## src/rtl/insdec_pkg.sv

```systemverilog
package insdec_pkg;
    localparam int INSTR_W   = 16;
    localparam int REG_IDX_W = 4;
    localparam int MODE_W    = 2;
    localparam int EXT_W     = 2;
    localparam int INC_W     = 2;

    localparam logic [REG_IDX_W-1:0] REG_PC    = 4'd0;
    localparam logic [REG_IDX_W-1:0] REG_CONST_A = 4'd2;
    localparam logic [REG_IDX_W-1:0] REG_CONST_B = 4'd3;

    typedef enum logic [1:0] {
        FMT_ILLEGAL = 2'b00,
        FMT_DOUBLE  = 2'b01,
        FMT_SINGLE  = 2'b10,
        FMT_JUMP    = 2'b11
    } fmt_e;

    localparam logic [MODE_W-1:0] SM_REG  = 2'b00;
    localparam logic [MODE_W-1:0] SM_IDX  = 2'b01;
    localparam logic [MODE_W-1:0] SM_IND  = 2'b10;
    localparam logic [MODE_W-1:0] SM_INC  = 2'b11;
endpackage

```

## src/rtl/insdec_classify.sv

```systemverilog
module insdec_classify
    import insdec_pkg::*;
(
    input  logic [INSTR_W-1:0]   instr,
    output fmt_e                 fmt,
    output logic [REG_IDX_W-1:0] s_reg,
    output logic [REG_IDX_W-1:0] d_reg,
    output logic [MODE_W-1:0]    s_mode,
    output logic                 d_mode,
    output logic                 bw
);
    localparam int TOP_JMP_W = 3;
    localparam int TOP_SGL_W = 6;
    localparam logic [TOP_JMP_W-1:0] JMP_PAT = 3'b001;
    localparam logic [TOP_SGL_W-1:0] SGL_PAT = 6'b000100;
    localparam logic [3:0]           DBL_MIN = 4'h4;

    always_comb begin
        if (instr[INSTR_W-1 -: TOP_JMP_W] == JMP_PAT)
            fmt = FMT_JUMP;
        else if (instr[INSTR_W-1 -: TOP_SGL_W] == SGL_PAT)
            fmt = FMT_SINGLE;
        else if (instr[INSTR_W-1 -: 4] >= DBL_MIN)
            fmt = FMT_DOUBLE;
        else
            fmt = FMT_ILLEGAL;
    end

    always_comb begin
        s_reg  = '0;
        d_reg  = '0;
        s_mode = '0;
        d_mode = 1'b0;
        bw     = 1'b0;
        unique case (fmt)
            FMT_DOUBLE: begin
                s_reg  = instr[11:8];
                d_mode = instr[7];
                bw     = instr[6];
                s_mode = instr[5:4];
                d_reg  = instr[3:0];
            end
            FMT_SINGLE: begin
                bw     = instr[6];
                s_mode = instr[5:4];
                s_reg  = instr[3:0];
                d_reg  = instr[3:0];
            end
            FMT_JUMP, FMT_ILLEGAL: begin
                s_reg  = '0;
            end
        endcase
    end
endmodule

```

## src/rtl/insdec_constgen.sv

```systemverilog
module insdec_constgen
    import insdec_pkg::*;
#(
    parameter int WORD_W = INSTR_W
) (
    input  fmt_e                 fmt,
    input  logic [REG_IDX_W-1:0] s_reg,
    input  logic [MODE_W-1:0]    s_mode,
    output logic                 hit,
    output logic [WORD_W-1:0]    value
);
    localparam int N_MODES = 1 << MODE_W;

    logic [WORD_W-1:0] tab_b [N_MODES];
    logic [WORD_W-1:0] tab_a [N_MODES];

    for (genvar m = 0; m < N_MODES; m++) begin : g_tab
        if (m == N_MODES - 1) begin : g_last
            assign tab_b[m] = '1;
        end else begin : g_small
            assign tab_b[m] = WORD_W'(m);
        end
        if (m >= 2) begin : g_pow
            assign tab_a[m] = WORD_W'(4 << (m - 2));
        end else begin : g_none
            assign tab_a[m] = '0;
        end
    end

    logic has_operand;
    assign has_operand = (fmt == FMT_DOUBLE) || (fmt == FMT_SINGLE);

    always_comb begin
        hit   = 1'b0;
        value = '0;
        if (has_operand) begin
            if (s_reg == REG_CONST_B) begin
                hit   = 1'b1;
                value = tab_b[s_mode];
            end else if (s_reg == REG_CONST_A && s_mode[1]) begin
                hit   = 1'b1;
                value = tab_a[s_mode];
            end
        end
    end
endmodule

```

## src/rtl/insdec_length.sv

```systemverilog
module insdec_length
    import insdec_pkg::*;
(
    input  fmt_e                 fmt,
    input  logic [REG_IDX_W-1:0] s_reg,
    input  logic [MODE_W-1:0]    s_mode,
    input  logic                 d_mode,
    input  logic                 bw,
    input  logic                 cg_hit,
    output logic [EXT_W-1:0]     ext,
    output logic                 mem_rd,
    output logic [INC_W-1:0]     inc
);
    localparam logic [INC_W-1:0] INC_BYTE = INC_W'(1);
    localparam logic [INC_W-1:0] INC_WORD = INC_W'(2);

    logic has_operand, src_ext, dst_ext, real_src;

    assign has_operand = (fmt == FMT_DOUBLE) || (fmt == FMT_SINGLE);
    assign real_src    = has_operand && !cg_hit;

    always_comb begin
        src_ext = 1'b0;
        if (real_src) begin
            unique case (s_mode)
                SM_IDX:          src_ext = 1'b1;
                SM_INC:          src_ext = (s_reg == REG_PC);
                SM_REG, SM_IND:  src_ext = 1'b0;
            endcase
        end
    end

    assign dst_ext = (fmt == FMT_DOUBLE) && d_mode;
    assign ext     = EXT_W'(src_ext) + EXT_W'(dst_ext);
    assign mem_rd  = real_src && (s_mode != SM_REG);

    always_comb begin
        inc = '0;
        if (real_src && s_mode == SM_INC)
            inc = (s_reg == REG_PC || !bw) ? INC_WORD : INC_BYTE;
    end
endmodule

```

## src/rtl/insdec_top.sv

```systemverilog
module insdec_top
    import insdec_pkg::*;
#(
    parameter int WORD_W = INSTR_W
) (
    input  logic                 clk,
    input  logic                 rst_n,
    input  logic                 in_valid,
    input  logic [INSTR_W-1:0]   instr_word,
    output logic                 out_valid,
    output logic [1:0]           fmt_code,
    output logic [REG_IDX_W-1:0] src_reg,
    output logic [REG_IDX_W-1:0] dst_reg,
    output logic [MODE_W-1:0]    src_mode,
    output logic                 dst_mode,
    output logic                 byte_op,
    output logic [EXT_W-1:0]     ext_words,
    output logic                 cg_hit,
    output logic [WORD_W-1:0]    cg_value,
    output logic                 src_mem_rd,
    output logic [INC_W-1:0]     post_inc
);
    fmt_e                 c_fmt;
    logic [REG_IDX_W-1:0] c_sreg, c_dreg;
    logic [MODE_W-1:0]    c_smode;
    logic                 c_dmode, c_bw, c_hit, c_rd;
    logic [WORD_W-1:0]    c_val;
    logic [EXT_W-1:0]     c_ext;
    logic [INC_W-1:0]     c_inc;

    insdec_classify u_cls (
        .instr  (instr_word),
        .fmt    (c_fmt),
        .s_reg  (c_sreg),
        .d_reg  (c_dreg),
        .s_mode (c_smode),
        .d_mode (c_dmode),
        .bw     (c_bw)
    );

    insdec_constgen #(.WORD_W(WORD_W)) u_cg (
        .fmt    (c_fmt),
        .s_reg  (c_sreg),
        .s_mode (c_smode),
        .hit    (c_hit),
        .value  (c_val)
    );

    insdec_length u_len (
        .fmt    (c_fmt),
        .s_reg  (c_sreg),
        .s_mode (c_smode),
        .d_mode (c_dmode),
        .bw     (c_bw),
        .cg_hit (c_hit),
        .ext    (c_ext),
        .mem_rd (c_rd),
        .inc    (c_inc)
    );

    always_ff @(posedge clk) begin
        if (!rst_n) begin
            out_valid  <= 1'b0;
            fmt_code   <= FMT_ILLEGAL;
            src_reg    <= '0;
            dst_reg    <= '0;
            src_mode   <= '0;
            dst_mode   <= 1'b0;
            byte_op    <= 1'b0;
            ext_words  <= '0;
            cg_hit     <= 1'b0;
            cg_value   <= '0;
            src_mem_rd <= 1'b0;
            post_inc   <= '0;
        end else begin
            out_valid <= in_valid;
            if (in_valid) begin
                fmt_code   <= c_fmt;
                src_reg    <= c_sreg;
                dst_reg    <= c_dreg;
                src_mode   <= c_smode;
                dst_mode   <= c_dmode;
                byte_op    <= c_bw;
                ext_words  <= c_ext;
                cg_hit     <= c_hit;
                cg_value   <= c_val;
                src_mem_rd <= c_rd;
                post_inc   <= c_inc;
            end
        end
    end

    p_valid_follows_r10: assert property (@(posedge clk) disable iff (!rst_n)
        in_valid |=> out_valid);
    p_valid_drops_r10: assert property (@(posedge clk) disable iff (!rst_n)
        !in_valid |=> !out_valid);
    p_hold_r10: assert property (@(posedge clk) disable iff (!rst_n)
        !in_valid |=> ($stable(src_reg) && $stable(ext_words) && $stable(cg_value)));
    p_jump_clear_r4: assert property (@(posedge clk) disable iff (!rst_n)
        (fmt_code == FMT_JUMP) |-> (ext_words == '0 && !cg_hit && !src_mem_rd));
    p_const_no_read_r9: assert property (@(posedge clk) disable iff (!rst_n)
        cg_hit |-> !src_mem_rd);
    p_zero_const_r5: assert property (@(posedge clk) disable iff (!rst_n)
        (cg_hit && src_reg == REG_CONST_B && src_mode == SM_REG) |-> (cg_value == '0));
    p_r2_const_mode_r6: assert property (@(posedge clk) disable iff (!rst_n)
        (cg_hit && src_reg == REG_CONST_A) |-> src_mode[1]);
    p_inc_mode_r8: assert property (@(posedge clk) disable iff (!rst_n)
        (post_inc != '0) |-> (src_mode == SM_INC && !cg_hit));
    p_two_ext_r7: assert property (@(posedge clk) disable iff (!rst_n)
        (ext_words == EXT_W'(2)) |-> (fmt_code == FMT_DOUBLE && dst_mode));
endmodule

```

## config.mk

```make
export PLATFORM = sky130hd
export DESIGN_NAME = insdec_top
export DESIGN_NICKNAME = d
export VERILOG_FILES = /design/src/rtl/insdec_pkg.sv /design/src/rtl/insdec_classify.sv /design/src/rtl/insdec_constgen.sv /design/src/rtl/insdec_length.sv /design/src/rtl/insdec_top.sv
export SDC_FILE = /design/constraint.sdc
export NUM_CORES = 1
export LEC_CHECK = 0
export ABC_CLOCK_PERIOD_IN_PS = 2200
export BUFFER_PORTS_ARGS = -buffer_cell sky130_fd_sc_hd__buf_2
export CAP_MARGIN = 10
export CORE_ASPECT_RATIO = 1.2
export CORE_UTILIZATION = 42
export DETAILED_ROUTE_END_ITERATION = 10
export PLACE_DENSITY = 0.75
export SLEW_MARGIN = 20
export SYNTH_ARGS = -nofsm -noshare
export SYNTH_HDL_FRONTEND = slang
export SYNTH_SLANG_ARGS = --single-unit
```

## constraint.sdc

```tcl
create_clock -name clk -period 2.2 [get_ports clk]
set_input_delay 0.22 -clock clk [delete_from_list [all_inputs] [get_ports clk]]
set_output_delay 0.22 -clock clk [all_outputs]
set_load 0.05 [all_outputs]
```

---- After elaboration in Yosys (flattened, before gate mapping) ----
Index checks and enable logic that the tools add are counted.
storage, ports and cells
  bits in latches ......................... 0
  logic and storage cells ................. 66
  ROM bits ................................ 0
  input bits .............................. 19
  RAM bits ................................ 0
  memories ................................ 0
  output and inout bits ................... 37
  register bits ........................... 37
cells by class
  magnitude comparators ................... 2
  multiply operators ...................... 0
  $add $sub $neg .......................... 1
  equality and inequality tests ........... 10
  shift-type cells ........................ 0
  divide/modulo/power cells ............... 0
  bitwise gates (word level) .............. 1
  muxes and demuxes ....................... 24
  reductions and logical operators ........ 16
operators with widths
  operator                                                                             count
  16-bit 2-to-1 mux                                                                    7
  16-bit binary-select mux with 2-bit select                                           2
  4-bit one-hot mux with 3 select lines                                                1
  2-bit 2-to-1 mux                                                                     5
  2-bit equality test, second input constant                                           4
  4-bit by 2-bit equality test with 1-bit output, second input constant                2
  1-bit 2-to-1 mux                                                                     7
  6-bit by 3-bit equality test with 1-bit output, second input constant                1
  2-bit OR reduction                                                                   3
  1-bit logical AND                                                                    5
  2-bit by 1-bit equality test with 1-bit output, second input constant                2
  4-bit by 3-bit greater-or-equal comparator with 1-bit output, second input constant  1
  2-bit zero test                                                                      2
  4-bit zero test                                                                      1
  4-bit 2-to-1 mux                                                                     1
  3-bit by 1-bit equality test with 1-bit output, second input constant                1
  3-bit greater-or-equal comparator, second input constant                             1
  2-bit inverter with 3-bit output                                                     1
  1-bit one-hot mux with 3 select lines                                                1
  1-bit by 1-bit adder with 2-bit output                                               1
  1-bit zero test                                                                      2
  1-bit logical OR                                                                     2
  2-bit nonzero test                                                                   1

---- Logic depth before layout (Yosys ltp) ----
Gate-level depths: netlist of the first run.
  depth in word-level cells ............... 16
  depth in mapped cells ................... 11
  mapped depth without buffers ............ 10

---- Hierarchy ----
From an unflattened synthesis of the first run, not the netlist that was laid out.
unflattened totals
  cells, all modules ...................... 175
  area, all modules ....................... 1,844.3 µm²
by module, submodules not included
  module           sequential area each (µm²)  instances  cells each  area an instance (µm²)
  insdec_top       740.7                       1          117         1,415.1
  insdec_constgen  0.0                         1          26          165.2
  insdec_classify  0.0                         1          19          150.1
  insdec_length    0.0                         1          13          113.9

---- Worst setup path before layout of the first run ----
No wires, ideal clock.
  kind .................................... input -> register
  start point ............................. in instr_word[12]
  end point ............................... reg ext_words[0]
  path buffers ............................ 0
  path slack .............................. -0.112 ns
  arrival ................................. 2.184 ns
  cell stages on the path ................. 10
  setup time .............................. 0.128 ns
  required time ........................... 2.072 ns
  cell sequence ........................... nor3b_1 o21a_1 ha_1 and4bb_2 or4_4 o21ai_0 a32o_1 ha_1 mux2i_1 nor2_1
on the way
  longest elaborated chain between the ends .. 16
  elaborated cells on any way between the ends .. 33
  those cells by class .................... add/sub: 1; order compare: 1; eq/ne: 9; mux: 11; reduce/logical: 11
RTL lines
  element                                                        line                   text
  from (decl)                                                    insdec_top.sv:9        input logic [INSTR_W-1:0] instr_word,
  4-bit by 3-bit greater-or-equal comparator with 1-bit output   insdec_classify.sv:23  else if (instr[INSTR_W-1 -: 4] >= DBL_MIN)
  1-bit 2-to-1 mux                                               insdec_classify.sv:23
  2-bit 2-to-1 mux (*)                                           insdec_classify.sv:21  else if (instr[INSTR_W-1 -: TOP_SGL_W] == SGL_PAT)
  2-bit 2-to-1 mux (*)                                           insdec_classify.sv:19  if (instr[INSTR_W-1 -: TOP_JMP_W] == JMP_PAT)
  2-bit equality test / 2-bit zero test (equally long branches)  insdec_classify.sv:35  unique case (fmt)
  2-bit OR reduction                                             insdec_classify.sv:35
  4-bit one-hot mux with 3 select lines                          insdec_classify.sv:35
  4-bit by 2-bit equality test with 1-bit output                 insdec_constgen.sv:40  end else if (s_reg == REG_CONST_A && s_mode[1]) begin
  1-bit logical AND                                              insdec_constgen.sv:40
  1-bit 2-to-1 mux                                               insdec_constgen.sv:40
  1-bit 2-to-1 mux                                               insdec_constgen.sv:37  if (s_reg == REG_CONST_B) begin
  1-bit 2-to-1 mux                                               insdec_constgen.sv:36  if (has_operand) begin
  1-bit zero test                                                insdec_length.sv:20    assign real_src = has_operand && !cg_hit;
  1-bit logical AND                                              insdec_length.sv:20
  1-bit 2-to-1 mux                                               insdec_length.sv:24    if (real_src) begin
  1-bit by 1-bit adder with 2-bit output (*)                     insdec_length.sv:34    assign ext = EXT_W'(src_ext) + EXT_W'(dst_ext);
  named net c_ext[0]                                             insdec_top.sv:28       logic [EXT_W-1:0] c_ext;
  to (signal assigned)                                           insdec_top.sv:84       ext_words <= c_ext;
  to (decl)                                                      insdec_top.sv:17       output logic [EXT_W-1:0] ext_words,
Mark *: on every way through the listed nets, which the timed path passes. The rest lies on a longest branch.
A chain may end at the register's enable or synchronous reset.

---- Worst setup path in the final report of the first run ----
Ends and elaborated chain as after synthesis.

==> summary.txt, run 1 <==
Yosys
  – Synth top area share: 40.4%
  – Synthesized cell area: 0.00129 mm2
  – Synth unique cells: 33
  – Synth Instances: 144
  – Post-synth EDFFs: 0
  – Top cells by area, synth: dfxtp_1, buf_4, nor2_1
  – Most area-hungry cell type in the Yosys netlist: dfxtp_1
  – Number of synthesized register bits: 26
  – Syn nets: 166
  – Top FF cell, synth: dfxtp_1
  – Async SR Flop Fraction: 0%
  – Sequential fraction of the synthesis area: 40.4%
  – Synth warn: 0
  – Mean Syn Cell Area: 8.94 um2

Timing
  – Worst slew pin tran: 0.425 ns
  – Final Max Tran Viols: 0
  – Minimum clock period: 2.09 ns
  – Slew HR: 71.7%
  – Fmax: 477 MHz
  – RSZ-0062 raised after global routing: false
  – Final Setup Violations: 0
  – Hold WS: 0.197 ns
  – Period utilisation layout: 95.2%
  – Final hold violations: 0
  – Worst Clk Skew: 0 ns

Clock tree
  – Clk buf depth: 2
  – Root buf cell: clkbuf_4
  – CTS tree: built
  – CTS buffer count: 3
  – H-tree depth: 1
  – Clk Latency, worst-skew pair: 0.31 ns
  – CTS Sinks: 26
  – Clock-pin slew on the worst setup and hold paths: 0.14 ns
  – Post-CTS Setup Inserts: 0

Hold path
  – Hold Path Sink: cg_hit$_SDFFE_PN0P_
  – Min-delay src: rst_n
  – Hold Path Stages: 3
  – Tightest Hold Check Type: in -> reg

Placement
  – Post-DP HPWL: 2290 um
  – I/O Buffers: 55
  – Final Wtd Congestion: 0.832

Global routing
  – Grt ovf: 0
  – Number of global-route vias before repair: 1,152
  – First-pass GRT wire length: 5000 um
  – Pin count of the biggest net entering global routing: 23
  – All-Layer GR Usage: 19.6%
  – Initial antenna violation count: 0

Worst setup path
  – CP arrival: 2.31 ns
  – Setup slack, reg-to-reg: 1.46 ns
  – Reg2Reg Depth: 1
  – Reg-to-Reg End: cg_value[14]$_SDFFE_PN0P_
  – Reg2reg start: cg_value[14]$_SDFFE_PN0P_
  – CP Launch Type: input port
  – Setup crit end kind: register
  – Crit-path max FO: 3
  – Critical Path RT: 2.42 ns
  – Worst setup path class: in -> reg

Layout
  – Fillcell total: 254
  – Commonest non-fill, non-tap cell in the layout: buf_2
  – ANT cells: 0
  – Max FFs per register: 5
  – Final Core Density: 57.5%
  – Layout cells sized above 1: 41.2%
  – Net total in the final layout: 222
  – Commonest cells after routing, fill and taps aside: buf_2, dfxtp_1, nor2_1
  – Area Overhead vs Synth: 27.9%

Run
  – Max cap viols: 0

Drt
  – DRT Wirelength: 2860 um
  – Drt pass-1 iters: 4
  – Iteration-0 DRC Markers: 30
  – Via density: 5.21
  – Routed WL per cell: 12.3 um
  – Final antenna-violating net count: 0
  – Via count: 1,215
  – # DRC: 0

Power
  – Leakage: 0.807 nW
  – Max VDD drop: 469 uV
  – PwrDens: 658 mW/mm2

Floorplan
  – Die Y: 62.7 um
  – Number of core rows: 21
  – DIE WIDTH: 52.5 um
  – Die Area: 0.00329 mm2
  – Initial core utilization: 45.0%
  – Core Area: 0.00286 mm2
  – # IOs: 56

Outcome
  – Status: complete, no violations
-- kinds of logic (layout without fill, tap and decap cells) --
kind of cell | after synthesis | in the layout | share of synthesized area [%]
AO/OA/AOI/OAI | 32 | 32 | 19.5
XOR/XNOR | 1 | 1 | 0.680
adder cells (fa/ha/maj) | 3 | 3 | 2.92
buffers and inverters | 22 | 77 | 10.8
flip-flops | 26 | 26 | 40.4
multiplexers | 6 | 6 | 4.66
AND/OR/NAND/NOR | 54 | 54 | 21.0
-- per-layer routing --
layer / part of all wire [%] / up-vias / global-route usage [%] / wire (um)
met5: 0 / - / 0 / 0
met4: 1.9 / 0 / 9.54 / 55
met3: 7.2 / 6 / 4.62 / 207
met2: 49 / 49 / 31.3 / 1410
met1: 42 / 549 / 23.9 / 1200
li1: - / 611 / - / -
-- worst max-delay path: stages --
cell	delay, ns
buf_2	0.10
nor3b_1	0.13
o21a_1	0.19
ha_2	0.18
and4bb_2	0.24
or4_4	0.53
o21ai_1	0.13
a32o_1	0.17
ha_1	0.22
mux2i_1	0.14
nor2_1	0.06
-- cell type report --
class | instances | area, um2 | share of cell area (%)
Sequential cell | 26 | 520 | 31.6
Clock inverter | 1 | 30.0 | 1.82
Tap cell | 34 | 42.5 | 2.58
Timing Repair Buffer | 69 | 380 | 23.1
Clock buffer | 3 | 22.5 | 1.37
Multi-Input combinational cell | 96 | 636 | 38.6
Inverter | 4 | 15.0 | 0.912
-- how the worst max path moves through the flow --
stage,from,to,slack (ns),cells after the start
floorplan,instr_word[12],ext_words[0]$_SDFFE_PN0P_,-0.05,10
global placement,instr_word[12],ext_words[0]$_SDFFE_PN0P_,-0.13,11
CTS,instr_word[12],ext_words[0]$_SDFFE_PN0P_,0.12,11
finish,instr_word[12],ext_words[0]$_SDFFE_PN0P_,0.11,11
detailed placement,instr_word[12],ext_words[0]$_SDFFE_PN0P_,-0.24,11
global route,instr_word[12],ext_words[0]$_SDFFE_PN0P_,0.006,11
-- synth_stat cells (2+ instances only) --
cell type / count
clkbuf_1: 4
a211oi_1: 3
dfxtp_1: 26
o31ai_1: 4
o21ai_0: 7
buf_6: 2
a2bb2oi_1: 4
o21a_1: 3
nor2_1: 19
and2_1: 2
inv_1: 3
buf_4: 11
nor2b_1: 5
o31a_2: 2
a32o_1: 4
nor3_1: 6
nand3_1: 2
and4bb_2: 2
ha_1: 3
nand2_1: 14
mux2i_1: 6
-- power by group --
group / internal (mW) / switching (mW)
combinational: 0.0889 / 0.171
clock: 0.184 / 0.136
sequential: 0.493 / 0.0106
total: 0.766 / 0.317
-- metrics by stage --
stage	setup TNS, ns	setup slack (ns)	area [um2]	std cells	power (mW)
detailed placement	-0.309	-0.236	1590	229	0.772
finish	0	0.105	1650	233	1.08
global route	0	0.00568	1650	233	1.14
CTS	0	0.121	1640	233	1.10
floorplan	-0.0534	-0.0534	1290	144	0.695
global placement	-0.141	-0.130	1590	229	0.767
-- timing repair --
action,CTS,global route
setup endpoints to repair,0,1
gates resized for setup,0,1
hold buffers,0,0
(Power assumes the default switching activity.)
==> run 2: changes to the inputs <==
Settings changed: RECOVER_POWER set to 25.
==> summary.txt, run 2 (same netlist as run 1, synthesis figures left out) <==
Outcome
  – Status: complete, no violations (unchanged)

Placement
  – I/O Buffers: 55 (unchanged)
  – Worst slack at placement: -0.236 ns (unchanged)
  – Post-DP Area: 0.00159 mm2 (unchanged)
  – Final Wtd Congestion: 0.832 (unchanged)
  – Post-DP HPWL: 2290 um (unchanged)

Power
  – Leakage: 0.764 nW (was 0.807 nW)
  – PwrDens: 661 mW/mm2 (was 658 mW/mm2)
  – Total power draw: 1.08 mW (about the same)
  – Max VDD drop: 468 uV (was 469 uV)

Drt
  – Routed WL per cell: 12.2 um (was 12.3 um)
  – Drt pass-1 iters: 6 (was 4)
  – Final antenna-violating net count: 0 (unchanged)
  – Via density: 5.15 (was 5.21)
  – # DRC: 0 (unchanged)
  – DRT Wirelength: 2850 um (was 2860 um)
  – Iteration-0 DRC Markers: 28 (was 30)
  – Via count: 1,201 (was 1,215)

Global routing
  – First-pass GRT wire length: 5000 um (unchanged)
  – Pin count of the biggest net entering global routing: 23 (unchanged)
  – Number of global-route vias before repair: 1,152 (unchanged)
  – All-Layer GR Usage: 19.6% (unchanged)
  – Initial antenna violation count: 0 (unchanged)
  – Grt ovf: 0 (unchanged)

Floorplan
  – Die Area: 0.00329 mm2 (unchanged)
  – Initial core utilization: 45.0% (unchanged)
  – Core Area: 0.00286 mm2 (unchanged)
  – # IOs: 56 (unchanged)
  – Number of core rows: 21 (unchanged)
  – DIE WIDTH: 52.5 um (unchanged)
  – Die Y: 62.7 um (unchanged)

Worst setup path
  – Crit-path max FO: 3 (unchanged)
  – Buf/Inv on CP: 1 (unchanged)
  – Critical Path RT: 2.42 ns (about the same)
  – Worst path max stage delay: 0.53 ns (about the same)
  – Critical path, cell by cell: buf_2, nor3b_1, o21a_1, ha_2, and4bb_2, or4_4, o21ai_1, a32o_1, ha_1, mux2i_1, nor2_1 (unchanged)
  – CP Launch Type: input port (unchanged)
  – Setup crit end kind: register (unchanged)
  – CP top delay family: simple AND/OR/NAND/NOR gates (unchanged)
  – CP max-delay cell: or4_4 (unchanged)
  – CP arrival: 2.31 ns (about the same)
  – Worst setup path class: in -> reg (unchanged)

Hold path
  – Tightest Hold Check Type: in -> reg (unchanged)

Timing
  – Final Max Tran Viols: 0 (unchanged)
  – RSZ-0062 raised after global routing: false (unchanged)
  – Final hold violations: 0 (unchanged)
  – Worst slew pin tran: 0.596 ns (was 0.425 ns)
  – Fmax: 479 MHz (was 477 MHz)
  – Worst Clk Skew: 0 ns (unchanged)
  – Final Setup Violations: 0 (unchanged)
  – TNS Setup: 0 ns (unchanged)
  – Period utilisation layout: 94.9% (was 95.2%)
  – Minimum clock period: 2.09 ns (about the same)
  – Worst Setup Slack, final: 0.112 ns (was 0.105 ns)
  – Slew HR: 60.4% (was 71.7%)

Layout
  – Area Overhead vs Synth: 26.6% (was 27.9%)
  – Post-route design area: 0.00163 mm2 (was 0.00165 mm2)
  – Fillcell total: 259 (was 254)
  – ANT cells: 0 (unchanged)
  – Commonest non-fill, non-tap cell in the layout: buf_2 (unchanged)
  – Commonest cells after routing, fill and taps aside: buf_2, dfxtp_1, nor2_1 (unchanged)
  – Max FFs per register: 5 (unchanged)
  – Layout cells sized above 1: 35.7% (was 41.2%)
  – Net total in the final layout: 222 (unchanged)
  – Final Core Density: 56.9% (was 57.5%)

Clock tree
  – CTS Sinks: 26 (unchanged)
  – Clk buf depth: 2 (unchanged)
  – Clk Latency, worst-skew pair: 0.31 ns (about the same)
  – Root buf cell: clkbuf_4 (unchanged)
  – CTS tree: built (unchanged)
  – Post-CTS Setup Inserts: 0 (unchanged)
  – Clock-pin slew on the worst setup and hold paths: 0.14 ns (about the same)
  – H-tree depth: 1 (unchanged)
  – CTS buffer count: 3 (unchanged)

Run
  – Max cap viols: 0 (unchanged)
[run 2: per-stage QoR]
stage	std cells	hold slack, ns
after floorplan	144	0.364
after global placement	229	0.438
after detailed placement	229	0.439
after CTS	233	0.186
after global routing	233	0.204
final	233	0.223
[run 2: timing repair]
| action | CTS | global route |
|---|---|---|
| endpoints found under the hold margin | 0 | 0 |
| endpoints found under the setup margin | 0 | 1 |
| hold buffers | 0 | 0 |
| gates resized for setup | 0 | 1 |
[run 2: final timing paths]
path / to / slack [ns] / startpoint / depth (start not counted)
worst max-delay path: ext_words[0]$_SDFFE_PN0P_ / 0.11 / instr_word[12] / 11
worst min-delay path: cg_value[3]$_SDFFE_PN0P_ / 0.22 / instr_word[5] / 3
worst max register to register: cg_value[14]$_SDFFE_PN0P_ / 1.46 / cg_value[14]$_SDFFE_PN0P_ / 1
worst min register to register: cg_value[2]$_SDFFE_PN0P_ / 0.46 / cg_value[2]$_SDFFE_PN0P_ / 2
[run 2: area by class of cell]
cell class / count / area (um2) / share of cell area [%]
multi-input cells: 96 / 636 / 39.0
repair buffers: 69 / 364 / 22.3
clock inverters: 1 / 30.0 / 1.84
clock buffers: 3 / 22.5 / 1.38
flip-flops and latches: 26 / 520 / 31.9
well taps: 34 / 42.5 / 2.61
inverters: 4 / 15.0 / 0.921
[run 2: per-layer routing]
| layer | up-vias | track usage, % | part of all wire [%] |
|---|---|---|---|
| met2 | 49 | 31.3 | 49 |
| met4 | 0 | 9.54 | 1.9 |
| met1 | 537 | 23.9 | 42 |
| met3 | 6 | 4.62 | 7.0 |
| met5 | - | 0 | 0 |
| li1 | 609 | - | - |
[run 2: power breakdown]
part | total, mW | switching (mW) | internal [mW] | leakage [nW]
sequential | 0.504 | 0.0108 | 0.493 | 0.213
combinational | 0.255 | 0.170 | 0.0852 | 0.523
clock | 0.319 | 0.134 | 0.184 | 0.0279
total | 1.08 | 0.315 | 0.763 | 0.764
[run 2: tightest hold or removal path, cell delays in order]
cell and delay [ns]:
buf_2 0.14, nand2_1 0.08, o31ai_1 0.07
